**config.mk**
```make
export PLATFORM = sky130hd
export DESIGN_NAME = bulk_out_rx
export DESIGN_NICKNAME = d
export VERILOG_FILES = /design/src/rtl/bor_pkg.sv /design/src/rtl/bor_tracker.sv /design/src/rtl/bor_ptrs.sv /design/src/rtl/bor_space.sv /design/src/rtl/bulk_out_rx.sv
export SDC_FILE = /design/constraint.sdc
export NUM_CORES = 1
export LEC_CHECK = 0
export ABC_AREA = 1
export BUFFER_PORTS_ARGS = -buffer_cell sky130_fd_sc_hd__buf_2
export CORE_AREA = 10 10 94 112
export DETAILED_ROUTE_END_ITERATION = 16
export DIE_AREA = 0 0 104 122
export PLACE_DENSITY = 0.67
export SLEW_MARGIN = 20
export SYNTH_ARGS = -nofsm -noshare
export SYNTH_HDL_FRONTEND = slang
export SYNTH_HIERARCHICAL = 1
export SYNTH_SLANG_ARGS = --single-unit
```
**constraint.sdc**
```tcl
create_clock -name clk -period 8.4 [get_ports clk]
set_input_delay 1.68 -clock clk [delete_from_list [all_inputs] [get_ports clk]]
set_output_delay 1.68 -clock clk [all_outputs]
set_load 0.005 [all_outputs]
```
**src/rtl/bor_pkg.sv**
```systemverilog
package bor_pkg;

    typedef struct packed {
        logic open;
        logic bad;
    } pkt_state_t;

    typedef enum logic [1:0] {
        PA_HOLD   = 2'd0,
        PA_COMMIT = 2'd1,
        PA_REWIND = 2'd2
    } ptr_action_t;

    function automatic logic pkt_clean(input pkt_state_t s, input logic err_now,
                                       input logic drop_now);
        return !(s.bad || err_now || drop_now);
    endfunction

endpackage

```
**src/rtl/bor_tracker.sv**
```systemverilog
module bor_tracker
    import bor_pkg::*;
(
    input  logic        clk,
    input  logic        rst,
    input  logic        sop,
    input  logic        eop,
    input  logic        err,
    input  logic        valid,
    input  logic        full,
    output logic        accept,
    output ptr_action_t act,
    output logic        open_o
);
    pkt_state_t st, st_nx;
    logic       drop_now;
    logic       finish;

    assign drop_now = st.open && valid && full && !sop;
    assign accept   = st.open && valid && !full && !sop;
    assign finish   = st.open && eop && !sop;
    assign open_o   = st.open;

    always_comb begin
        act = PA_HOLD;
        if (sop && st.open)
            act = PA_REWIND;
        else if (finish)
            act = pkt_clean(st, err, drop_now) ? PA_COMMIT : PA_REWIND;
    end

    always_comb begin
        st_nx = st;
        if (sop) begin
            st_nx.open = 1'b1;
            st_nx.bad  = 1'b0;
        end else if (finish) begin
            st_nx.open = 1'b0;
            st_nx.bad  = 1'b0;
        end else if (st.open) begin
            st_nx.bad = st.bad || err || drop_now;
        end
    end

    always_ff @(posedge clk) begin
        if (rst) st <= '0;
        else     st <= st_nx;
    end


    err_marks_bad_chk: assert property (@(posedge clk) disable iff (rst)
        (st.open && err && !eop && !sop) |=> (act != PA_COMMIT));

endmodule

```
**src/rtl/bor_ptrs.sv**
```systemverilog
module bor_ptrs
    import bor_pkg::*;
#(
    parameter int ADDR_W = 13,
    localparam int PW = ADDR_W + 1
) (
    input  logic          clk,
    input  logic          rst,
    input  logic          accept,
    input  ptr_action_t   act,
    output logic [PW-1:0] wr_ptr,
    output logic [PW-1:0] commit_ptr
);
    logic [PW-1:0] wr_step;

    assign wr_step = wr_ptr + PW'(accept);

    always_ff @(posedge clk) begin
        if (rst) begin
            wr_ptr     <= '0;
            commit_ptr <= '0;
        end else begin
            unique case (act)
                PA_COMMIT: begin
                    wr_ptr     <= wr_step;
                    commit_ptr <= wr_step;
                end
                PA_REWIND: wr_ptr <= commit_ptr;
                default:   wr_ptr <= wr_step;
            endcase
        end
    end


    wr_advance_chk: assert property (@(posedge clk) disable iff (rst)
        (act == PA_HOLD && accept) |=> (wr_ptr == $past(wr_ptr) + PW'(1)));


    commit_only_on_end_chk: assert property (@(posedge clk) disable iff (rst)
        (act != PA_COMMIT) |=> $stable(commit_ptr));


    rewind_restores_chk: assert property (@(posedge clk) disable iff (rst)
        (act == PA_REWIND) |=> (wr_ptr == commit_ptr));

endmodule

```
**src/rtl/bor_space.sv**
```systemverilog
module bor_space #(
    parameter int ADDR_W  = 13,
    parameter int MAX_PKT = 512,
    localparam int PW = ADDR_W + 1,
    localparam int DEPTH = 1 << ADDR_W
) (
    input  logic [PW-1:0] wr_ptr,
    input  logic [PW-1:0] commit_ptr,
    input  logic [PW-1:0] rd_ptr,
    output logic [PW-1:0] level,
    output logic          full,
    output logic          ready
);
    localparam logic [PW-1:0] DEPTH_P = PW'(DEPTH);
    localparam logic [PW-1:0] MAXP_P  = PW'(MAX_PKT);

    logic [PW-1:0] used;

    assign level = commit_ptr - rd_ptr;
    assign used  = wr_ptr - rd_ptr;
    assign full  = (used == DEPTH_P);
    assign ready = (DEPTH_P - level) >= MAXP_P;


    used_bound_chk: assert final (used <= DEPTH_P || $isunknown(used));

endmodule

```
**src/rtl/bulk_out_rx.sv**
```systemverilog
module bulk_out_rx
    import bor_pkg::*;
#(
    parameter int ADDR_W  = 13,
    parameter int MAX_PKT = 512,
    localparam int PW = ADDR_W + 1
) (
    input  logic              clk,
    input  logic              rst,
    input  logic              in_sop,
    input  logic              in_valid,
    input  logic [7:0]        in_data,
    input  logic              in_eop,
    input  logic              in_err,
    input  logic [PW-1:0]     rd_ptr,
    output logic              ready,
    output logic              mem_we,
    output logic [ADDR_W-1:0] mem_addr,
    output logic [7:0]        mem_wdata,
    output logic [PW-1:0]     commit_ptr,
    output logic [PW-1:0]     level
);
    localparam int DEPTH = 1 << ADDR_W;

    logic          accept;
    logic          full;
    logic          pkt_open;
    ptr_action_t   act;
    logic [PW-1:0] wr_ptr;

    bor_tracker u_trk (
        .clk    (clk),
        .rst    (rst),
        .sop    (in_sop),
        .eop    (in_eop),
        .err    (in_err),
        .valid  (in_valid),
        .full   (full),
        .accept (accept),
        .act    (act),
        .open_o (pkt_open)
    );

    bor_ptrs #(.ADDR_W(ADDR_W)) u_ptr (
        .clk        (clk),
        .rst        (rst),
        .accept     (accept),
        .act        (act),
        .wr_ptr     (wr_ptr),
        .commit_ptr (commit_ptr)
    );

    bor_space #(.ADDR_W(ADDR_W), .MAX_PKT(MAX_PKT)) u_spc (
        .wr_ptr     (wr_ptr),
        .commit_ptr (commit_ptr),
        .rd_ptr     (rd_ptr),
        .level      (level),
        .full       (full),
        .ready      (ready)
    );

    assign mem_we    = accept;
    assign mem_addr  = wr_ptr[ADDR_W-1:0];
    assign mem_wdata = in_data;


    no_write_when_full_chk: assert property (@(posedge clk) disable iff (rst)
        full |-> !mem_we);


    idle_no_write_chk: assert property (@(posedge clk) disable iff (rst)
        (!pkt_open || in_sop) |-> !mem_we);


    err_end_holds_chk: assert property (@(posedge clk) disable iff (rst)
        (pkt_open && in_eop && in_err && !in_sop) |=> $stable(commit_ptr));


    open_commit_stable_chk: assert property (@(posedge clk) disable iff (rst)
        (pkt_open && !in_eop) |=> $stable(commit_ptr));


    level_bound_chk: assert property (@(posedge clk) disable iff (rst)
        level <= PW'(DEPTH));

endmodule

```
==> Yosys cells after proc, flatten, opt, wreduce, memory -nomap -nowiden <==
Cells that the tools add are included.
{ "word_totals": {"ff_bits": 30} }
{ "classes": {"n_addsub": 4, "order_cmp": 1, "eq_ne": 3, "muxes": 8, "reduce_logical": 14} }
{ "op_table": {"columns": ["op", "n"], "rows": [
  ["14-bit subtractor", 2],
  ["14-bit by 1-bit adder with 14-bit output", 1],
  ["14-bit == test, second input constant", 1],
  ["14-bit by 10-bit >= comparator with 1-bit output, second input constant", 1],
  ["14-bit 2-to-1 mux", 1],
  ["14-bit subtractor, first input constant", 1],
  ["1-bit logical AND", 8],
  ["2-bit 2-to-1 mux", 4],
  ["1-bit 2-to-1 mux", 3],
  ["3-bit OR reduction", 1],
  ["2-bit by 1-bit == test with 1-bit output, second input constant", 1],
  ["2-bit == test, second input constant", 1],
  ["1-bit logical NOT", 2],
  ["1-bit logical OR", 2],
  ["2-bit nonzero test", 1]
]} }

==> Depth between registers and ports, before layout <==
{ "depth": {"depth_word": 10, "mapped_depth": 27, "ltp_nobuf": 26} }

==> Modules after synthesis <==
Netlist, hierarchy kept.
{ "by_module_without_submodules": {"columns": ["module", "n_inst", "cells_per_inst", "area_each_um2", "seq_area_each_um2"], "rows": [
  ["bor_space", 1, 318, 1649.1, 0.0],
  ["bor_ptrs", 1, 211, 1406.3, 560.5],
  ["bor_tracker", 1, 27, 151.4, 40.0],
  ["bulk_out_rx", 1, 8, 60.1, 0.0]
]} }

==> Worst setup path after synthesis <==
No wires, ideal clock.
{ "synth_timing": {"kind": "input port to output port", "start": "in rd_ptr[7]", "end": "out mem_we", "t_arrival_ns": 3.240, "path_slack_ns": 3.480, "cell_stages": 12, "path_buffers": 0, "path_cell_list": "inv_1 > ha_1 > nand2_1 > inv_1 > a21oi_1 > inv_1 > a21oi_1 > nand2_1 > or2_2 > nand3_1 > nor2_1 > nor3_1"} }
{ "synth_between": {"elab_chain_cells": 5} }
{ "synth_lines": {"columns": ["element", "line", "text"], "rows": [
  ["start: declaration", "bulk_out_rx.sv:15", "input logic [PW-1:0] rd_ptr,"],
  ["14-bit subtractor", "bor_space.sv:20", "assign used = wr_ptr - rd_ptr;"],
  ["14-bit == test", "bor_space.sv:21", "assign full = (used == DEPTH_P);"],
  ["named net full", "bulk_out_rx.sv:26", "logic full;"],
  ["1-bit logical NOT", "bor_tracker.sv:20", "assign accept = st.open && valid && !full && !sop;"],
  ["1-bit logical AND (2 in a row)", "bor_tracker.sv:20", null],
  ["end: declaration", "bulk_out_rx.sv:17", "output logic mem_we,"]
]} }
The timed path passes the listed nets, and every way through them passes these cells.

==> Worst setup path in the final report <==
{ "layout_timing": {"start": "in rd_ptr[1]", "end": "out mem_we"} }
The elaborated chain is that of the path after synthesis.

==> impl_metrics.json <==
{
  "regToRegSetupSlack_ns": 4.80,
  "portBuffers": 62,
  "synth.most_common_cell": "nand2_1",
  "cts_tree": "built",
  "cts.sinks": 30,
  "worst_pin_slew_ns": 0.999,
  "endpoint": "mem_we",
  "io-pin-count": 79,
  "cts_buffers": 5,
  "relSlewSlack_pct": 33.3,
  "diodes": 0,
  "max_stage_delay_ns": 0.33,
  "yosys.area.top_type": "dfxtp_1",
  "syn_area_per_cell_um2": 5.79,
  "pwr_density_cell_nw_per_um2": 112,
  "outcome": "completed",
  "max-cap-violations": 0,
  "hold_viol_final": 0,
  "grt_overflow_total": 0,
  "ys_top_cells_by_area": "dfxtp_1, nand2_1, inv_1, ha_1, nand3_1",
  "crit-reg2reg-launch": "u_ptr/wr_ptr[8]",
  "postSynthCellCount": 564,
  "ys_ff_latch": 30,
  "core_um2": 8430,
  "ys_seq_area_share_pct": 18.4,
  "num-fill-cells": 946,
  "wl_per_cell_um": 12.2,
  "cpMostUsedCell": "nand2_1",
  "clkTransAtPathRegs_ns": 0.07,
  "worstPathRequired_ns": 6.72,
  "worstSetupStartpointType": "primary input",
  "fin_crit_sh_pct": 63.4,
  "synthesis.nets": 621,
  "seq_area_um2": 601,
  "drv_slew": 0,
  "ir_drop_mv": 0.0906,
  "die_area_um2": 12700,
  "worstPathArrival_ns": 3.64,
  "path_buf_inv": 3,
  "yosys-top-cells-count": "nand2_1, inv_1, nor2_1, nand3_1, dfxtp_1",
  "dr.pass1.iters": 4,
  "setup_viol": 0,
  "clockRootBuffer": "clkbuf_8",
  "worstPathMaxFanout": 4,
  "ant_nets": 0,
  "dp_hpwl_um": 7550,
  "worstSetupEndpointType": "output port",
  "routed_wl_um": 8970,
  "clk_latency_ns": 0.28,
  "grt_pass1_wl_um": 15600,
  "ys_warn_count": 6,
  "via_per_inst": 4.71,
  "cts-htree-levels": 2,
  "die_x_um": 104,
  "syn-cell-area_um2": 3270,
  "post-cts-setup-buffer-count": 0,
  "path_depth": 16,
  "setup.worst_path.start": "rd_ptr[1]",
  "timing.setup.tns_ns": 0,
  "leakage_nw": 2.24,
  "async_flop_share_pct": 0,
  "multiInputGateArea_um2": 2150,
  "nets": 676,
  "rr_worst_depth": 20,
  "synth_edf_count": 0,
  "post-route-min-period_ns": 5.32,
  "place_congestion": 0.883,
  "vias": 3469,
  "rsz0062_at_grt": "false",
  "grt_pass1_vias": 3471,
  "rows": 37,
  "cp_slowest_cell": "ha_1",
  "fin_worst_skew_ns": 0.00252,
  "path_class": "in2out",
  "start_util_pct": 38.8,
  "synth_ff_type": "dfxtp_1",
  "worst_r2r_endpoint": "u_ptr/commit_ptr[3]",
  "hold_path.class": "reg2reg",
  "grt_use_total_pct": 14.4,
  "yosysUniqueCellTypes": 35,
  "pre_cts_slack_ns": 3.04,
  "drc": 0,
  "clockBufferDepth": 2,
  "crit_chain": "buf_2 -> inv_1 -> ha_1 -> nand2_1 -> nand2_1 -> nand2_1 -> nand2_1 -> nand2_1 -> nand2_1 -> nand2_1 -> o21ai_0 -> nand2_1 -> nand4_1 -> nor2_1 -> nor3_1 -> buf_2",
  "worst_slack_ns": 3.08,
  "synth_top_area_share_pct": 18.4,
  "chipHeight_um": 122,
  "cts-resized-gates": 0,
  "antenna_found_initial": 0,
  "area_delta_synth_final_pct": 13.6,
  "drive_above_1_share_pct": 15.2,
  "grt_max_degree": 27,
  "critPathTopFamily": "simple AND/OR/NAND/NOR gates",
  "fmaxAchievable_mhz": 188,
  "drt_iter0_drc": 191,
  "holdBufCountCts": 0
}
[through the flow]
step	power, mW	cell area, um2	std cells	hold WS (ns)	util [%]
2_1_floorplan	0.260	3270	564	0.534	-
3_3_place_gp	0.295	3620	729	0.544	43.0
3_5_place_dp	0.298	3620	729	0.573	43.0
4_1_cts	0.420	3710	737	0.590	44.0
5_1_grt	0.449	3710	737	0.624	44.0
6_report	0.416	3710	737	0.590	44.0
[layout by cell type, fill, tap and decap left out, drive strengths merged, types with 2 or more instances in the layout]
master  instances
nand3b          3
ha             28
xor2           10
nand3          54
clkbuf          7
buf            62
nand4           7
o21ai          21
nand2         170
a21oi          20
nor2           72
clkinv          2
xnor2           8
o211ai          2
nor3            4
dfxtp          30
or2             3
inv           108
o21bai          3
[how the worst min path moves through the flow]
stage	start	to	cells past startpoint
floorplan	u_trk/st[0]	u_trk/st[0]	4
global placement	u_ptr/commit_ptr[0]	u_ptr/wr_ptr[0]	2
detailed placement	u_trk/st[0]	u_trk/st[0]	4
CTS	u_trk/st[0]	u_trk/st[0]	4
global route	u_ptr/commit_ptr[0]	u_ptr/wr_ptr[0]	2
finish	u_ptr/commit_ptr[0]	u_ptr/wr_ptr[0]	2
[cell families (layout without fill, tap and decap cells)]
group	count (synthesis)	in the layout	synth area share, %
buffers and inverters	123	179	15.7
adders and majority gates	29	29	11.3
AOI/OAI and AO/OA	50	50	8.43
xor gates and xnor gates	18	18	4.83
DFF	30	30	18.4
and+or+nand+nor	314	314	41.3
[routing by layer]
layer / up-vias / global-route usage, % / wire length (um)
li1: 1854 / - / -
met1: 1537 / 16.0 / 3790
met2: 67 / 27.0 / 4530
met3: 11 / 2.91 / 515
met4: 0 / 4.70 / 129
met5: - / 0 / 0
[cell type report]
class / count / share of cell area [%]
multi-input combinational: 411 / 58.0
inverter: 109 / 11.0
sequential: 30 / 16.2
clock inverter: 1 / 0.135
tap: 117 / 3.94
clock buffer: 7 / 2.33
timing repair buffer: 62 / 8.36
[sequential cells by signal (all words and copies together) (netlist names)]
| register | flops |
|---|---|
| u_ptr/commit_ptr | 14 |
| u_ptr/wr_ptr | 14 |
| u_trk/open_o | 1 |
| u_trk/st | 1 |
[worst min-delay path, cell delays in order, from the launching register on]
cell and delay (ns):
dfxtp_1 0.34, o21ai_0 0.16, nor2_1 0.05
[where the power goes]
part | switching, mW | total (mW) | leakage, nW | internal, mW
Combinational | 0.0819 | 0.135 | 1.95 | 0.0532
Sequential | 0.0101 | 0.159 | 0.244 | 0.149
Clock | 0.0560 | 0.122 | 0.0482 | 0.0660
Total | 0.148 | 0.416 | 2.24 | 0.268
Power figures use the tool's default switching activity.
